==> src/rtl/rdybsy_pkg.sv <==
package rdybsy_pkg;

  typedef enum logic [1:0] {
    MODE_LEVEL = 2'd0,
    MODE_PWR   = 2'd1,
    MODE_PER   = 2'd2,
    MODE_OFF   = 2'd3
  } rb_mode_t;

  localparam logic [7:0] CMD_PREFIX = 8'h96;

  typedef struct packed {
    logic     ok;
    rb_mode_t m;
  } rb_code_t;

  // Map a second-cycle code to a mode; ok is low for unknown codes.
  function automatic rb_code_t code_to_mode(input logic [7:0] d);
    rb_code_t r;
    r.ok = 1'b1;
    r.m  = MODE_LEVEL;
    case (d)
      8'h01:   r.m = MODE_LEVEL;
      8'h02:   r.m = MODE_PWR;
      8'h03:   r.m = MODE_PER;
      8'h04:   r.m = MODE_OFF;
      default: r.ok = 1'b0;
    endcase
    return r;
  endfunction

  // Next value of a pulse down-counter: reload on trigger, else count to zero.
  function automatic int unsigned pulse_next(input int unsigned cur,
                                             input logic trig,
                                             input int unsigned len);
    if (trig)          return len;
    else if (cur != 0) return cur - 1;
    else               return 0;
  endfunction

endpackage

==> src/rtl/rdybsy_cmd_dec.sv <==
module rdybsy_cmd_dec
  import rdybsy_pkg::*;
(
  input  logic       clk,
  input  logic       rst_n,
  input  logic       cmd_we,
  input  logic [7:0] cmd_data,
  output rb_mode_t   mode_q,
  output logic       err_q
);

  logic     armed_q;
  rb_code_t code;

  assign code = code_to_mode(cmd_data);

  always_ff @(posedge clk or negedge rst_n) begin
    if (!rst_n) begin
      armed_q <= 1'b0;
      mode_q  <= MODE_LEVEL;
      err_q   <= 1'b0;
    end else if (cmd_we) begin
      if (armed_q) begin
        armed_q <= 1'b0;
        if (code.ok) begin
          mode_q <= code.m;
          err_q  <= 1'b0;
        end else begin
          err_q  <= 1'b1;
        end
      end else if (cmd_data == CMD_PREFIX) begin
        armed_q <= 1'b1;
      end
    end
  end

endmodule

==> src/rtl/rdybsy_pulse.sv <==
module rdybsy_pulse
  import rdybsy_pkg::*;
#(
  parameter int unsigned PULSE_LEN = 4
) (
  input  logic clk,
  input  logic rst_n,
  input  logic trig,
  input  logic keep,
  output logic active
);

  localparam int unsigned CW = $clog2(PULSE_LEN + 1);

  logic [CW-1:0] cnt_q;

  always_ff @(posedge clk or negedge rst_n) begin
    if (!rst_n)     cnt_q <= '0;
    else if (!keep) cnt_q <= '0;
    else            cnt_q <= CW'(pulse_next(int'(cnt_q), trig, PULSE_LEN));
  end

  assign active = (cnt_q != '0);

endmodule

==> src/rtl/rdybsy_drive.sv <==
module rdybsy_drive
  import rdybsy_pkg::*;
(
  input  rb_mode_t mode,
  input  logic     wsm_busy,
  input  logic     ers_susp,
  input  logic     pwr_down,
  input  logic     pulse_act,
  output logic     pull_low
);

  always_comb begin
    pull_low = 1'b0;
    unique case (mode)
      MODE_LEVEL:         pull_low = wsm_busy & ~ers_susp;
      MODE_PWR, MODE_PER: pull_low = pulse_act;
      MODE_OFF:           pull_low = 1'b0;
    endcase
    if (pwr_down) pull_low = 1'b0;
  end

endmodule

==> src/rtl/rdybsy_ctrl.sv <==
module rdybsy_ctrl
  import rdybsy_pkg::*;
#(
  parameter int unsigned PULSE_LEN = 4
) (
  input  logic       clk,
  input  logic       rst_n,
  input  logic       cmd_we,
  input  logic [7:0] cmd_data,
  input  logic       wsm_busy,
  input  logic       ers_susp,
  input  logic       pwr_down,
  input  logic       wr_done,
  input  logic       ers_done,
  output logic       pull_low,
  output logic [1:0] mode,
  output logic       cfg_err
);

  rb_mode_t mode_q;
  logic     ev_pulse_trig;
  logic     ev_pulse_mode;
  logic     pulse_act;

  rdybsy_cmd_dec u_dec (
    .clk      (clk),
    .rst_n    (rst_n),
    .cmd_we   (cmd_we),
    .cmd_data (cmd_data),
    .mode_q   (mode_q),
    .err_q    (cfg_err)
  );

  assign ev_pulse_mode = (mode_q == MODE_PWR) || (mode_q == MODE_PER);
  assign ev_pulse_trig = ((mode_q == MODE_PWR) && wr_done) ||
                         ((mode_q == MODE_PER) && ers_done);

  rdybsy_pulse #(.PULSE_LEN(PULSE_LEN)) u_pulse (
    .clk    (clk),
    .rst_n  (rst_n),
    .trig   (ev_pulse_trig),
    .keep   (ev_pulse_mode),
    .active (pulse_act)
  );

  rdybsy_drive u_drive (
    .mode      (mode_q),
    .wsm_busy  (wsm_busy),
    .ers_susp  (ers_susp),
    .pwr_down  (pwr_down),
    .pulse_act (pulse_act),
    .pull_low  (pull_low)
  );

  assign mode = mode_q;

endmodule

==> config.mk <==
export PLATFORM = sky130hd
export DESIGN_NAME = rdybsy_ctrl
export DESIGN_NICKNAME = d
export VERILOG_FILES = /design/src/rtl/rdybsy_pkg.sv /design/src/rtl/rdybsy_cmd_dec.sv /design/src/rtl/rdybsy_pulse.sv /design/src/rtl/rdybsy_drive.sv /design/src/rtl/rdybsy_ctrl.sv
export SDC_FILE = /design/constraint.sdc
export NUM_CORES = 1
export LEC_CHECK = 0
export BUFFER_PORTS_ARGS = -buffer_cell sky130_fd_sc_hd__buf_4
export CAP_MARGIN = 20
export CELL_PAD_IN_SITES_DETAIL_PLACEMENT = 1
export CELL_PAD_IN_SITES_GLOBAL_PLACEMENT = 2
export CORE_MARGIN = 2
export CORE_UTILIZATION = 24
export CTS_CLUSTER_SIZE = 25
export DETAILED_ROUTE_END_ITERATION = 8
export HOLD_SLACK_MARGIN = 0.03
export PLACE_DENSITY_LB_ADDON = 0.15
export SYNTH_ARGS = -nofsm -noshare
export SYNTH_HDL_FRONTEND = slang
export SYNTH_HIERARCHICAL = 1
export SYNTH_SLANG_ARGS = --single-unit
==> constraint.sdc <==
create_clock -name clk -period 1.48 [get_ports clk]
set_input_delay 0.222 -clock clk [delete_from_list [all_inputs] [get_ports clk]]
set_output_delay 0.222 -clock clk [all_outputs]
set_load 0.005 [all_outputs]
# Word-level counts from Yosys, hierarchy flattened
# Index checks and enable logic that the tools add are counted.
[word_totals]
wordCells = 35
reg_bits = 7
in_bits = 16
out_inout_bits = 4
[classes]
eq_ne = 8
n_bitwise = 2
mux = 10
reduce_logical = 10
n_addsub = 1
[ops]
columns = ["cell", "n"]
rows = [
  ["== test 8 x 2 -> 1 bit, second input constant", 2],
  ["two-way mux 3 bit", 3],
  ["== test 8 x 1 -> 1 bit, second input constant", 1],
  ["== test 8 x 3 -> 1 bit, second input constant", 1],
  ["== test 8 bit, second input constant", 1],
  ["one-hot mux 2 bit (3 select lines)", 1],
  ["two-way mux 1 bit", 5],
  ["== test 2 bit, second input constant", 2],
  ["OR reduction 4 bit", 1],
  ["one-hot mux 1 bit (3 select lines)", 1],
  ["AND reduction 3 bit", 1],
  ["nonzero test 3 bit", 1],
  ["subtractor 3 x 1 -> 3 bit, second input constant", 1],
  ["== test 2 x 1 -> 1 bit, second input constant", 1],
  ["logical AND 1 bit", 2],
  ["zero test 2 bit", 1],
  ["logical OR 1 bit", 2],
  ["AND reduction 2 bit", 1],
  ["OR reduction 2 bit", 1],
  ["bitwise AND 1 bit", 1],
  ["inverter 1 bit", 1],
]

# Depth between registers and ports, before layout
[logic_depth]
ltp_word = 5
ltp_mapped = 5
depth_no_buf = 5

# Hierarchy
# Netlist, hierarchy kept.
[modules_own_cells]
columns = ["mod", "cells_each", "area_per_inst_um2", "seq_area_each_um2", "n_inst"]
rows = [
  ["rdybsy_cmd_dec", 25, 267.8, 100.1, 1],
  ["rdybsy_pulse", 12, 130.1, 75.1, 1],
  ["rdybsy_ctrl", 6, 45.0, 0.0, 1],
  ["rdybsy_drive", 6, 40.0, 0.0, 1],
]

# Worst setup path before layout
# Ideal clock, no wire load.
[synth_timing]
kind = "register -> output"
startpoint = "register u_pulse.cnt_q[2]"
endpoint = "output port pull_low"
setup_slack_ns = 0.273
n_path_buf = 0
t_required_ns = 1.258
stages_incl_launch_ff = 4
t_arrival_ns = 0.985
cell_sequence = "dfrtp_1 -> or3_2 -> nand3b_1 -> a21oi_1"
[synth_between]
elab_chain_len = 3
[synth_rtl]
columns = ["element", "line_no", "source"]
rows = [
  ["from (decl)", "rdybsy_pulse.sv:15", "logic [CW-1:0] cnt_q;"],
  ["from (signal assigned)", "rdybsy_pulse.sv:20", "else cnt_q <= CW'(pulse_next(int'(cnt_q), trig, PULSE_LEN));"],
  ["nonzero test 3 bit", "rdybsy_pulse.sv:23", "assign active = (cnt_q != '0);"],
  ["net pulse_act", "rdybsy_ctrl.sv:23", "logic pulse_act;"],
  ["one-hot mux 1 bit (3 select lines)", "rdybsy_drive.sv:14", "unique case (mode)"],
  ["two-way mux 1 bit", "rdybsy_drive.sv:19", "if (pwr_down) pull_low = 1'b0;"],
  ["to (decl)", "rdybsy_ctrl.sv:15", "output logic pull_low,"],
]
# The timed path passes the listed nets, and every way through them passes these cells.

# Worst setup path after layout
# Ends and elaborated chain as after synthesis.

==> reports/summary.txt <==
=======================================================================================
Type of the worst setup path                                                 reg -> out
Number of enable-type register cells in the synthesized netlist                       0
Maximum net fanout on the critical path                                               2
Commonest cells after routing, fill and taps aside                         buf_4, inv_1, dfrtp_1
Total design power                                                             0.532 mW
Sum of routed wire length over all layers                                       1130 um
FF-to-FF Start                                                             u_dec/mode_q[0]
Largest net degree at the start of global routing                                     8
Area occupied by multi-input gates                                            302 sq um
Max_slew headroom                                                                 0.795
Endpoint required time on the critical path                                     1260 ps
Violations in the final reports                                            setup timing
Ports placed on the boundary                                                         20
Area after DPL                                                                674 sq um
CP Cell Sequence                                                           or3_4, nand3b_1, a21oi_2, buf_4
Number of clock sinks seen by CTS                                                     7
Vias after detailed routing                                                         475
VDD IR max                                                                   0.000300 V
Height of the chip                                                              48.9 um
Total clock buffers created by CTS                                                    3
Syn. warnings                                                                         6
Worst Min Path Start                                                             cmd_we
Max Clock Freq                                                                  664 MHz
Area of the die                                                              2390 sq um
Worst flop-to-flop path endpoint                                           u_pulse/cnt_q[0]
HP Class                                                                      in -> reg
Final-report max-slew violation count                                                 0
Result of the run                                                          finished with violations
DRC errors left                                                                       0
Fillcell total                                                                      238
Number of violations reported at the end of detailed-routing iteration 0              1
FP Rows                                                                              16
Clk root buf                                                                   clkbuf_4
Via-per-instance ratio                                                             4.52
Kind of end point of the critical path                                       output pin
Number of cells on the worst hold path                                                2
DRT antenna net count                                                                 0
Aggregate global-route resource usage                                             0.104
Clock-pin slew of the registers on the worst-case setup and hold paths            50 ps
Die width                                                                       48.9 um
RSZ-0062 raised after global routing                                               true
Clock Path Buffers                                                                    2
Post-route fraction of the period consumed by the critical path                    1.02
Antenna violations before repair                                                      0
Post-Route Setup TNS                                                           -25.6 ps
Count of buffer and inverter cells on the critical path                               1
Total leakage power                                                            0.358 nW
Starting density of the core                                                      0.251
Flip-flop and latch count after synthesis                                             7
DP Worst Slack                                                                   107 ps
Most common cell after layout, fill and taps aside                                buf_4
Sequential-to-total area share from yosys stat                                    0.363
Critical-path cell with the highest stage delay                                   or3_4
Clock latency on the worst-skew pair                                             250 ps
Synthesized area divided by synthesized cell count                           9.86 sq um
Setup skew after layout                                                         4.90 ps
Fraction of layout cells with a size suffix above 1                               0.449
Length of the first detailed-routing pass in iterations                               2
Depth of the worst register-to-register path                                          5
Endpoints failing setup                                                               1
Area of all placed cells without fillers                                      754 sq um
Worst hold margin                                                                170 ps
Number of endpoints with negative hold slack in the final report                      0
Proportion of netlist area held by the largest area contributor                   0.363
Critical path's top delay family                                           simple AND/OR/NAND/NOR gates
Cell type contributing the most total cell area after synthesis                 dfrtp_1
Final RePlAce weighted congestion                                                 0.660
Core footprint                                                               1920 sq um
Largest cells by area after synthesis                                      dfrtp_1, ha_1, inv_1
H-tree depth                                                                          1
Synth-to-Final Area Change                                                        56.2%
Slew of the pin with the lowest slew margin                                      306 ps
WL/cell                                                                         10.8 um
Sequential standard cell area                                                 176 sq um
Vias in the first global route                                                      460
CTS tree                                                                          built
Port buffer count                                                                    19
Post-layout nets                                                                     98
First-pass GRT wire length                                                      1870 um
Worst stage delay on the critical path                                           380 ps
Max-cap violations                                                                    0
Synth Flop Type                                                                 dfrtp_1
GRT Residual Overflow                                                                 0
Netlist cell types                                                                   27
Post-layout min period                                                          1510 ps
End point of the most critical hold path                                   u_dec/armed_q
Asr flop ratio synth                                                               1.00
Reg-to-reg slack, setup                                                          130 ps
Final Worst Setup Slack                                                        -25.6 ps
Summed instance area of the synthesized netlist                               483 sq um
Net count after synthesis                                                            68
Category of the worst setup path launch point                                  register
Final antenna diode count                                                             0
Data arrival time of the critical path                                          1280 ps
Synthesized instance count                                                           49
Dpl hpwl                                                                         924 um
Pwr per Cell Area                                                           704 nW/um^2
=======================================================================================
synthesized netlist by cell type (2+ instances only):
library cell  instances
a21oi_1               3
a31oi_1               2
dfrtp_1               7
ha_1                  3
inv_1                 7
nand2_1               2
nand3b_1              2
nand4_1               2
o21a_1                2
o21ai_0               2
routing by layer:
| layer | share of wire | global-route usage | up-vias |
|---|---|---|---|
| met5 | 0 | 0 | - |
| met4 | 0 | 0.0571 | 0 |
| met3 | 0.058 | 0.0307 | 0 |
| met2 | 0.52 | 0.180 | 13 |
| met1 | 0.42 | 0.112 | 221 |
| li1 | - | - | 241 |
power breakdown:
| part | internal (mW) | total [mW] | switching (mW) |
|---|---|---|---|
| combinational | 0.0850 | 0.138 | 0.0527 |
| clock | 0.103 | 0.173 | 0.0699 |
| sequential | 0.209 | 0.221 | 0.0123 |
| total | 0.397 | 0.532 | 0.135 |
worst max-delay path by stage:
| stage | to | cells after the start | start | slack, ps |
|---|---|---|---|---|
| after floorplan | pull_low | 3 | u_pulse/cnt_q[2] | 270 |
| after global placement | pull_low | 4 | u_pulse/cnt_q[2] | 120 |
| after detailed placement | pull_low | 4 | u_pulse/cnt_q[2] | 110 |
| after CTS | pull_low | 4 | u_pulse/cnt_q[2] | -50 |
| after global routing | pull_low | 5 | u_dec/mode_q[1] | -70 |
| final | pull_low | 4 | u_pulse/cnt_q[2] | -30 |
sequential cells by signal (all words and copies together), names as in the netlist:
signal,flops
u_dec/armed_q,1
u_dec/err_q,1
u_dec/mode_q,2
u_pulse/cnt_q,3
timing repair:
action,4_1_cts,5_1_grt
gates resized for setup,2,3
hold buffers,1,0
cloned,0,0
pin swaps,1,2
hold endpoints to repair,7,0
setup buffers,3,0
endpoints found under the setup margin,1,1
logic make-up after synthesis:
kind of cell	share of synthesized area
and+or+nand+nor	0.306
AOI/OAI and AO/OA	0.158
xor gates and xnor gates	0.0181
DFF	0.363
adders and majority gates	0.0777
muxes	0.0233
buffers and inverters	0.0544
layout make-up:
class | count | share of cell area
well taps | 27 | 0.0448
flip-flops and latches | 7 | 0.234
clock buffers | 4 | 0.0348
multi-input cells | 35 | 0.400
inverters | 7 | 0.0348
repair buffers | 25 | 0.252
through the flow:
| stage | util | cells |
|---|---|---|
| after floorplan | - | 49 |
| after global placement | 0.351 | 97 |
| after detailed placement | 0.351 | 97 |
| after CTS | 0.384 | 105 |
| after global routing | 0.393 | 105 |
| final | 0.393 | 105 |
Power figures use the tool's default switching activity.
